--- config.mk ---
export PLATFORM = sky130hd
export DESIGN_NAME = pf_serializer
export DESIGN_NICKNAME = d
export VERILOG_FILES = /design/src/rtl/pf_serializer.sv
export SDC_FILE = /design/constraint.sdc
export NUM_CORES = 1
export LEC_CHECK = 0
export CORE_MARGIN = 2
export CORE_UTILIZATION = 25
export DETAILED_ROUTE_END_ITERATION = 10
export GPL_TIMING_DRIVEN = 0
export SETUP_SLACK_MARGIN = 0.2
export SYNTH_ARGS = -nofsm -noshare
export SYNTH_HDL_FRONTEND = slang
export SYNTH_SLANG_ARGS = --single-unit
export TNS_END_PERCENT = 30
--- constraint.sdc ---
create_clock -name clk -period 4.6 [get_ports clk]
set_input_delay 0.69 -clock clk [delete_from_list [all_inputs] [get_ports clk]]
set_output_delay 0.69 -clock clk [all_outputs]
set_load 0.01 [all_outputs]
--- src/rtl/pf_serializer.sv ---
module pf_serializer #(
  parameter int HCW    = 8,
  parameter int LINE   = 160,
  parameter int BITCLK = 4
) (
  input  logic           clk,
  input  logic           rst_n,
  input  logic           wr_en,
  input  logic [2:0]     wr_addr,
  input  logic [7:0]     wr_data,
  input  logic [HCW-1:0] hcount,
  output logic           pf_on,
  output logic [1:0]     col_sel,
  output logic           pf_front
);
  localparam int HALF  = LINE / 2;
  localparam int NBITS = HALF / BITCLK;
  localparam int BSH   = $clog2(BITCLK);
  localparam int IW    = $clog2(NBITS);
  localparam logic [2:0] ADR_A = 3'd0;
  localparam logic [2:0] ADR_B = 3'd1;
  localparam logic [2:0] ADR_C = 3'd2;
  localparam logic [2:0] ADR_K = 3'd3;

  logic [3:0] pat_a;
  logic [7:0] pat_b, pat_c;
  logic [2:0] ctl;

  always_ff @(posedge clk) begin
    if (!rst_n) begin
      pat_a <= '0;
      pat_b <= '0;
      pat_c <= '0;
      ctl   <= '0;
    end else if (wr_en) begin
      case (wr_addr)
        ADR_A:   pat_a <= wr_data[7:4];
        ADR_B:   pat_b <= wr_data;
        ADR_C:   pat_c <= wr_data;
        ADR_K:   ctl   <= wr_data[2:0];
        default: ;
      endcase
    end
  end

  logic [NBITS-1:0] seq;
  assign seq[3:0]   = pat_a;
  assign seq[19:12] = pat_c;
  for (genvar i = 0; i < 8; i++) begin : g_rev
    assign seq[4+i] = pat_b[7-i];
  end

  logic           vis, right;
  logic [HCW-1:0] pos;
  logic [IW-1:0]  slot, pick;

  assign vis   = hcount < HCW'(LINE);
  assign right = hcount >= HCW'(HALF);
  assign pos   = right ? hcount - HCW'(HALF) : hcount;
  assign slot  = IW'(pos >> BSH);
  assign pick  = (right && ctl[0]) ? IW'(NBITS - 1) - slot : slot;

  assign pf_on    = vis && seq[pick];
  assign col_sel  = (vis && ctl[1]) ? (right ? 2'b10 : 2'b01) : 2'b00;
  assign pf_front = ctl[2];

  p_blank_r9: assert property (@(posedge clk) disable iff (!rst_n)
    (hcount >= HCW'(LINE)) |-> !pf_on);

  p_colsel_r7: assert property (@(posedge clk) disable iff (!rst_n)
    $onehot0(col_sel) && ((col_sel != 2'b00) -> (hcount < HCW'(LINE))));

  p_front_r8: assert property (@(posedge clk) disable iff (!rst_n)
    (wr_en && wr_addr == ADR_K) |=> (pf_front == $past(wr_data[2])));

  p_slot_hold_r3: assert property (@(posedge clk) disable iff (!rst_n)
    (hcount == $past(hcount) + HCW'(1) && hcount[BSH-1:0] != '0 && !$past(wr_en))
      |-> (pf_on == $past(pf_on)));
endmodule

==> out/metrics.yaml, run 1 <==
yosys.area.top_type_share: 0.2916
rsz0062_at_grt: "no"
maxCapViolations: 0
crit_path_start: "hcount[7]"
synth-async-reset-ratio: 0
synth_warnings: 0
post-route-util: 0.3391
post_drt_wl_per_cell_microns: 14.05
hold_class: "reg -> reg"
ant_nets: 0
post-route-period-util: 0.9110
antenna_found_initial: 0
p_comb_frac: 0.255
internal-power_uw: 321.8
worst_slew_pin_slew_ns: 0.6874
powerDensity_mw_per_mm2: 218.0
synth_cell_types: 50
drc: 0
cts_sinks: 23
h-tree-depth: 1
reg2reg_slack_ns: 3.44
worstPathArrival_ns: 3.50
wirelength_mm: 4.117
cts.path.max_buffers: 2
slew_viol_final: 0
cts.clk_slew.worst_paths_ns: 0.08
rows: 28
crit_type: "in -> out"
drt_iter0_markers: 83
setup_viol: 0
syn_area_sq_mm: 0.001579
drive_gt1_frac: 0.1697
status: "finished, final reports clean"
swShare: 0.2777
cts-root-buf: "clkbuf_8"
critPathCapture: "pf_on"
synth_nets: 212
stdcell_count: 293
crit_path_max_incr_delay_ns: 0.49
overflow: 0
synth_edf_count: 0
p_leak_uw: 0.0007475
crit_chain: "clkdlybuf4s50_1, buf_6, a311oi_4, xnor2_2, inv_1, ha_2, nand2_4, nor3_2, a211o_1, a31o_1, o221ai_1, a21oi_1, o221a_1, dlygate4sd2_1"
place.gp.congestion: 0.9034
slew_headroom: 0.5406
ioPinCount: 26
synthCells: 187
dr.pass1.iters: 4
r2r_start: "ctl[0]$_SDFFE_PN0P_"
die_w_microns: 83.48
ff2ff_path_depth: 3
syn_avg_cell_area_sq_um: 8.444
num-nets-final: 244
core_area_sq_mm: 0.006026
start_util: 0.2620
seqPwrFrac: 0.463
via_per_inst: 5.020
grt_usage: 0.1200
grt_pass1_wl_mm: 7.058
r2r-end: "ctl[0]$_SDFFE_PN0P_"
area_growth_pct: 29.40
cp-end-kind: "output port"
grt_pass1_vias: 1422
cts_tree: "built"
die-area_sq_mm: 0.006968
netlist_top_cells_area: "dfxtp_1, mux2i_1, nor2b_1"
required_ns: 3.91
fmax_mhz: 238.6
hold_viol_final: 0
crit_slowest_cell: "clkdlybuf4s50_1"
start_kind: "input pin"
ir_drop_mv: 0.1080
min_period_ns: 4.191
cts_buffers: 3
portBuffers: 22
synth-seq-area-share: 0.2916
placed_cells_incl_taps: 284
clkPwrFrac: 0.282
die_h_microns: 83.48
synth-main-ff-cell: "dfxtp_1"
diodes: 0
hold_buffers: 0
switchingPower_uw: 123.7
dpl.hpwl_mm: 3.097
ys_ff_latch: 23
crit_path_max_fanout: 10
finClkSkew_ns: 0
vias: 1471
synth_largest_area_cell: "dfxtp_1"
grt_max_degree: 13
clk_latency_ns: 0.26
-- worst max-delay path, delay by kind of cell --
family | cells | cell delay (ns)
buffers and inverters | 4 | 1.04
AND/OR/NAND/NOR | 2 | 0.14
XOR/XNOR | 1 | 0.16
adder cells (fa/ha/maj) | 1 | 0.21
AO/OA/AOI/OAI | 6 | 1.25
-- state kept, by name, indices dropped and copies added, names as in the netlist --
register,count
ctl,3
pat_a,4
pat_b,8
pat_c,8
-- cell families (layout without fill, tap and decap cells) --
group,Yosys count,after routing,synth area share
compound gates,51,51,0.2457
xor+xnor,2,2,0.01110
fa+ha+maj,3,3,0.02377
buf+inv,18,49,0.05467
flops,23,23,0.2916
mux,19,19,0.1228
simple gates,71,71,0.2504
-- power groups by stage --
stage          combinational (uW)  clock, uW  sequential [uW]
3_3_place_gp                  102          0              211
2_1_floorplan                64.4          0              210
3_5_place_dp                  103          0              211
4_1_cts                       109        128              206
5_1_grt                       125        135              207
6_report                      114        125              206
-- routing by layer --
metal	share of wire	up-vias	routed length, microns	global-route usage
met1	0.48	689	1970	0.1702
met2	0.47	35	1930	0.1943
met4	0.0075	0	31	0.02639
li1	-	743	-	-
met5	0	-	0	0
met3	0.045	4	184	0.01583
-- per-stage QoR --
step / hold slack, ns / cell area, sq um / TNS, ns / power [uW] / setup WS (ns)
2_1_floorplan: 0.4434 / 1579 / 0 / 274.2 / 0.8995
3_3_place_gp: 0.4535 / 1893 / -0.3817 / 312.5 / -0.3817
3_5_place_dp: 0.4651 / 1893 / -0.4791 / 313.6 / -0.4791
4_1_cts: 0.4763 / 2002 / 0 / 443.4 / 0.2433
5_1_grt: 0.5073 / 2043 / 0 / 466.8 / 0.2157
6_report: 0.4744 / 2043 / 0 / 445.5 / 0.4093
-- layout by cell type, fill, tap and decap left out, types with 2 or more instances in the layout --
cell type         n
buf_6             3
buf_2             2
inv_1             6
o221ai_1          3
mux2_1            3
a21boi_0          7
ha_2              2
a2bb2oi_1         2
o21ai_0           4
clkbuf_1          6
mux2i_1          16
clkdlybuf4s50_1  19
nor2_4            2
o22ai_1           6
and3_1            2
buf_4             5
clkbuf_8          3
nand2_4           2
nor2_1           11
inv_2             2
nor3_1            5
a21oi_1          10
dfxtp_1          23
nor2b_1          17
nand2_1          18
clkbuf_2          2
a32oi_1           2
-- cell usage after synthesis, drive strengths merged (3+ instances only) --
master / count
ha: 3
nor3: 6
mux2: 3
o221ai: 3
o21ai: 5
buf: 5
o22ai: 7
clkbuf: 5
mux2i: 16
inv: 8
a21oi: 10
dfxtp: 23
nor2: 14
nand2: 20
nor2b: 18
a21boi: 8
-- layout make-up --
class / instances / area, sq um
buffer: 10 / 62.56
clock buffer: 4 / 45.04
fill: 660 / 3983
inverter: 8 / 30.03
multi-input combinational: 146 / 1105
sequential: 23 / 460.4
tap: 75 / 93.84
timing repair buffer: 27 / 246.5
-- how the worst min path moves through the flow --
stage,startpoint,end,cells after the start
floorplan,pat_b[7]$_SDFFE_PN0P_,pat_b[7]$_SDFFE_PN0P_,2
CTS,pat_b[7]$_SDFFE_PN0P_,pat_b[7]$_SDFFE_PN0P_,2
finish,pat_b[7]$_SDFFE_PN0P_,pat_b[7]$_SDFFE_PN0P_,2
global route,pat_b[0]$_SDFFE_PN0P_,pat_b[0]$_SDFFE_PN0P_,2
global placement,pat_b[7]$_SDFFE_PN0P_,pat_b[7]$_SDFFE_PN0P_,2
detailed placement,pat_b[7]$_SDFFE_PN0P_,pat_b[7]$_SDFFE_PN0P_,2
-- what timing repair did --
item,4_1_cts,5_1_grt
resized for setup,14,14
pin swaps,4,5
buffers inserted,3,2
setup endpoints to repair,1,1
No activity file was read; power rests on OpenSTA's default activity.
==> run 2: changes to the inputs <==
--- a/config.mk
+++ b/config.mk
@@ -9,6 +9,7 @@
 export CORE_UTILIZATION = 25
 export DETAILED_ROUTE_END_ITERATION = 10
 export GPL_TIMING_DRIVEN = 0
+export PLACE_DENSITY = 0.45
 export SETUP_SLACK_MARGIN = 0.2
 export SYNTH_ARGS = -nofsm -noshare
 export SYNTH_HDL_FRONTEND = slang
==> constraint.sdc (replaced) <==
create_clock -name clk -period 5.15 [get_ports clk]
set_input_delay 0.7725 -clock clk [delete_from_list [all_inputs] [get_ports clk]]
set_output_delay 0.7725 -clock clk [all_outputs]
set_load 0.01 [all_outputs]
==> run 2 against run 1 <==
Die area unchanged. Largest power group unchanged. Highest routed layer unchanged. Global-route usage grew 0.45 points. Sequential share of layout area grew 0.45 points. Non-clock buffer count is 4 lower. Sequential cell count is the same.
==> out/metrics.yaml, run 2 (synthesis gave the netlist of run 1 again) <==
status: "finished, final reports clean"  # unchanged
switchingPower_uw: 113.3  # was 123.7 uW
fmax_mhz: 224.1
via_per_inst: 4.903  # was 5.020
wirelength_mm: 4.251  # was 4.117 mm
cts_buffers: 3  # unchanged
dr.pass1.iters: 4  # unchanged
grt_max_degree: 13  # unchanged
p_leak_uw: 0.0007300  # was 0.0007475 uW
drc: 0  # unchanged
grt_usage: 0.1244  # was 0.1200
grt_pass1_wl_mm: 7.148  # was 7.058 mm
seqPwrFrac: 0.462  # was 0.463
area_growth_pct: 26.86  # was 29.40%
seq_area_sq_um: 460.4  # unchanged
final_cell_mix: "dfxtp_1, clkdlybuf4s50_1, nand2_1"  # unchanged
timing.final.ws_setup_ns: 0.6876  # was 0.4093 ns
cts-root-buf: "clkbuf_8"  # unchanged
cts_tree: "built"  # unchanged
required_ns: 4.38  # was 3.91 ns
r2r-end: "ctl[0]$_SDFFE_PN0P_"  # unchanged
crit_path_start: "hcount[4]"  # was hcount[7]
cp-end-kind: "output port"  # unchanged
dpl.hpwl_mm: 3.292  # was 3.097 mm
rsz0062_at_grt: "no"  # unchanged
die_w_microns: 83.48  # unchanged
die-area_sq_mm: 0.006968  # unchanged
internal-power_uw: 285.1  # was 321.8 uW
die_h_microns: 83.48  # unchanged
overflow: 0  # unchanged
stdcell_count: 289  # was 293
num-nets-final: 240  # was 244
cts.path.max_buffers: 2  # unchanged
h-tree-depth: 1  # unchanged
maxCapViolations: 0  # unchanged
multi_input_area_sq_mm: 0.001090  # was 0.001105 sq mm
placed_cells_incl_taps: 284  # unchanged
cts_sinks: 23  # unchanged
dpl_cell_area_sq_mm: 0.001893  # unchanged
critPathCapture: "pf_on"  # unchanged
crit_type: "in -> out"  # unchanged
vias: 1417  # was 1,471
slew_viol_final: 0  # unchanged
crit_path_max_fanout: 7  # was 10
hold_buffers: 0  # unchanged
clk_latency_ns: 0.26  # about the same
core_area_sq_mm: 0.006026  # unchanged
pre_cts_ws_ns: -0.1751  # was -0.4791 ns
clkPwrFrac: 0.291  # was 0.282
swShare: 0.2845  # was 0.2777
start_util: 0.2620  # unchanged
drt_iter0_markers: 69  # was 83
final_area_sq_mm: 0.002003  # was 0.002043 sq mm
reg_top3: "pat_b (8), pat_c (8), pat_a (4)"  # unchanged
ir_drop_mv: 0.1211  # was 0.1080 mV
r2r_start: "ctl[0]$_SDFFE_PN0P_"  # unchanged
ioPinCount: 26  # unchanged
post_drt_wl_per_cell_microns: 14.71  # was 14.05 microns
setup_viol: 0  # unchanged
hold_class: "reg -> reg"  # unchanged
nFillCells: 670  # was 660
grt_pass1_vias: 1416  # was 1,422
powerDensity_mw_per_mm2: 198.9  # was 218.0 mW/mm^2
start_kind: "input pin"  # unchanged
ant_nets: 0  # unchanged
reg2reg_slack_ns: 3.96  # was 3.44 ns
min_period_ns: 4.462
rows: 28  # unchanged
diodes: 0  # unchanged
place.gp.congestion: 0.8420  # was 0.9034
drive_gt1_frac: 0.1262  # was 0.1697
layout_commonest_cell: "dfxtp_1"  # unchanged
worst_slew_pin_slew_ns: 0.7414  # was 0.6874 ns
cts.clk_slew.worst_paths_ns: 0.09  # was 0.08 ns
portBuffers: 22  # unchanged
antenna_found_initial: 0  # unchanged
slew_headroom: 0.5045  # was 0.5406
post-route-period-util: 0.8665
finClkSkew_ns: 0  # unchanged
hold_viol_final: 0  # unchanged
p_comb_frac: 0.247  # was 0.255
worstPathArrival_ns: 3.69  # was 3.50 ns
ff2ff_path_depth: 3  # unchanged
==> run 2: per-layer routing <==
| layer | vias to the layer above | track usage | routed length, microns |
|---|---|---|---|
| met5 | - | 0 | 0 |
| met4 | 0 | 0.03519 | 42 |
| met3 | 4 | 0.01484 | 139 |
| met2 | 29 | 0.1884 | 1849 |
| met1 | 653 | 0.1849 | 2219 |
| li1 | 731 | - | - |
==> run 2: worst min-delay path by stage <==
stage	cells after the start	slack [ns]	from	end
final	2	0.47	pat_b[7]$_SDFFE_PN0P_	pat_b[7]$_SDFFE_PN0P_
after global routing	2	0.49	pat_b[2]$_SDFFE_PN0P_	pat_b[2]$_SDFFE_PN0P_
after CTS	2	0.47	pat_b[7]$_SDFFE_PN0P_	pat_b[7]$_SDFFE_PN0P_
after detailed placement	2	0.46	pat_b[7]$_SDFFE_PN0P_	pat_b[7]$_SDFFE_PN0P_
after global placement	2	0.46	pat_b[5]$_SDFFE_PN0P_	pat_b[5]$_SDFFE_PN0P_
after floorplan	2	0.44	pat_b[7]$_SDFFE_PN0P_	pat_b[7]$_SDFFE_PN0P_
==> run 2: worst max-delay path, stage by stage <==
cell and delay, ns:
dlygate4sd2_1 0.32, inv_2 0.12, ha_4 0.18, nor2b_4 0.04
buf_6 0.13, a311oi_4 0.32, xnor2_2 0.18, inv_1 0.07
ha_1 0.24, nand2_2 0.13, nor3_1 0.06, a211o_1 0.26
a31o_1 0.24, o221ai_1 0.08, a21oi_1 0.10, o221a_1 0.25
dlymetal6s2s_1 0.18
==> run 2: power groups by stage <==
stage / clock, uW / sequential [uW] / combinational [uW]
global route: 128 / 185 / 109
global placement: 0 / 188 / 94.0
finish: 116 / 184 / 98.3
floorplan: 0 / 187 / 57.5
detailed placement: 0 / 188 / 93.4
CTS: 117 / 184 / 98.6
==> run 2: through the flow <==
step / TNS [ns] / utilization / hold slack, ns / power (uW)
detailed placement: -0.1751 / 0.3142 / 0.4608 / 281.6
finish: 0 / 0.3324 / 0.4686 / 398.4
global placement: -0.1605 / 0.3142 / 0.4587 / 282.2
floorplan: 0 / - / 0.4434 / 244.9
global route: 0 / 0.3324 / 0.4875 / 421.0
CTS: 0 / 0.3320 / 0.4727 / 399.3
==> run 2: area by class of cell <==
| cell class | instances | area share |
|---|---|---|
| plain buffers | 10 | 0.02811 |
| well taps | 75 | 0.04685 |
| multi-input cells | 146 | 0.5440 |
| inverters | 8 | 0.01499 |
| clock buffers | 4 | 0.02249 |
| flip-flops and latches | 23 | 0.2299 |
| repair buffers | 23 | 0.1137 |
==> run 2: timing repair <==
action | 4_1_cts | 5_1_grt
gates cloned | 0 | 0
setup endpoints to repair | 1 | 1
buffers inserted | 1 | 0
resized for setup | 14 | 2
pin swaps | 3 | 1
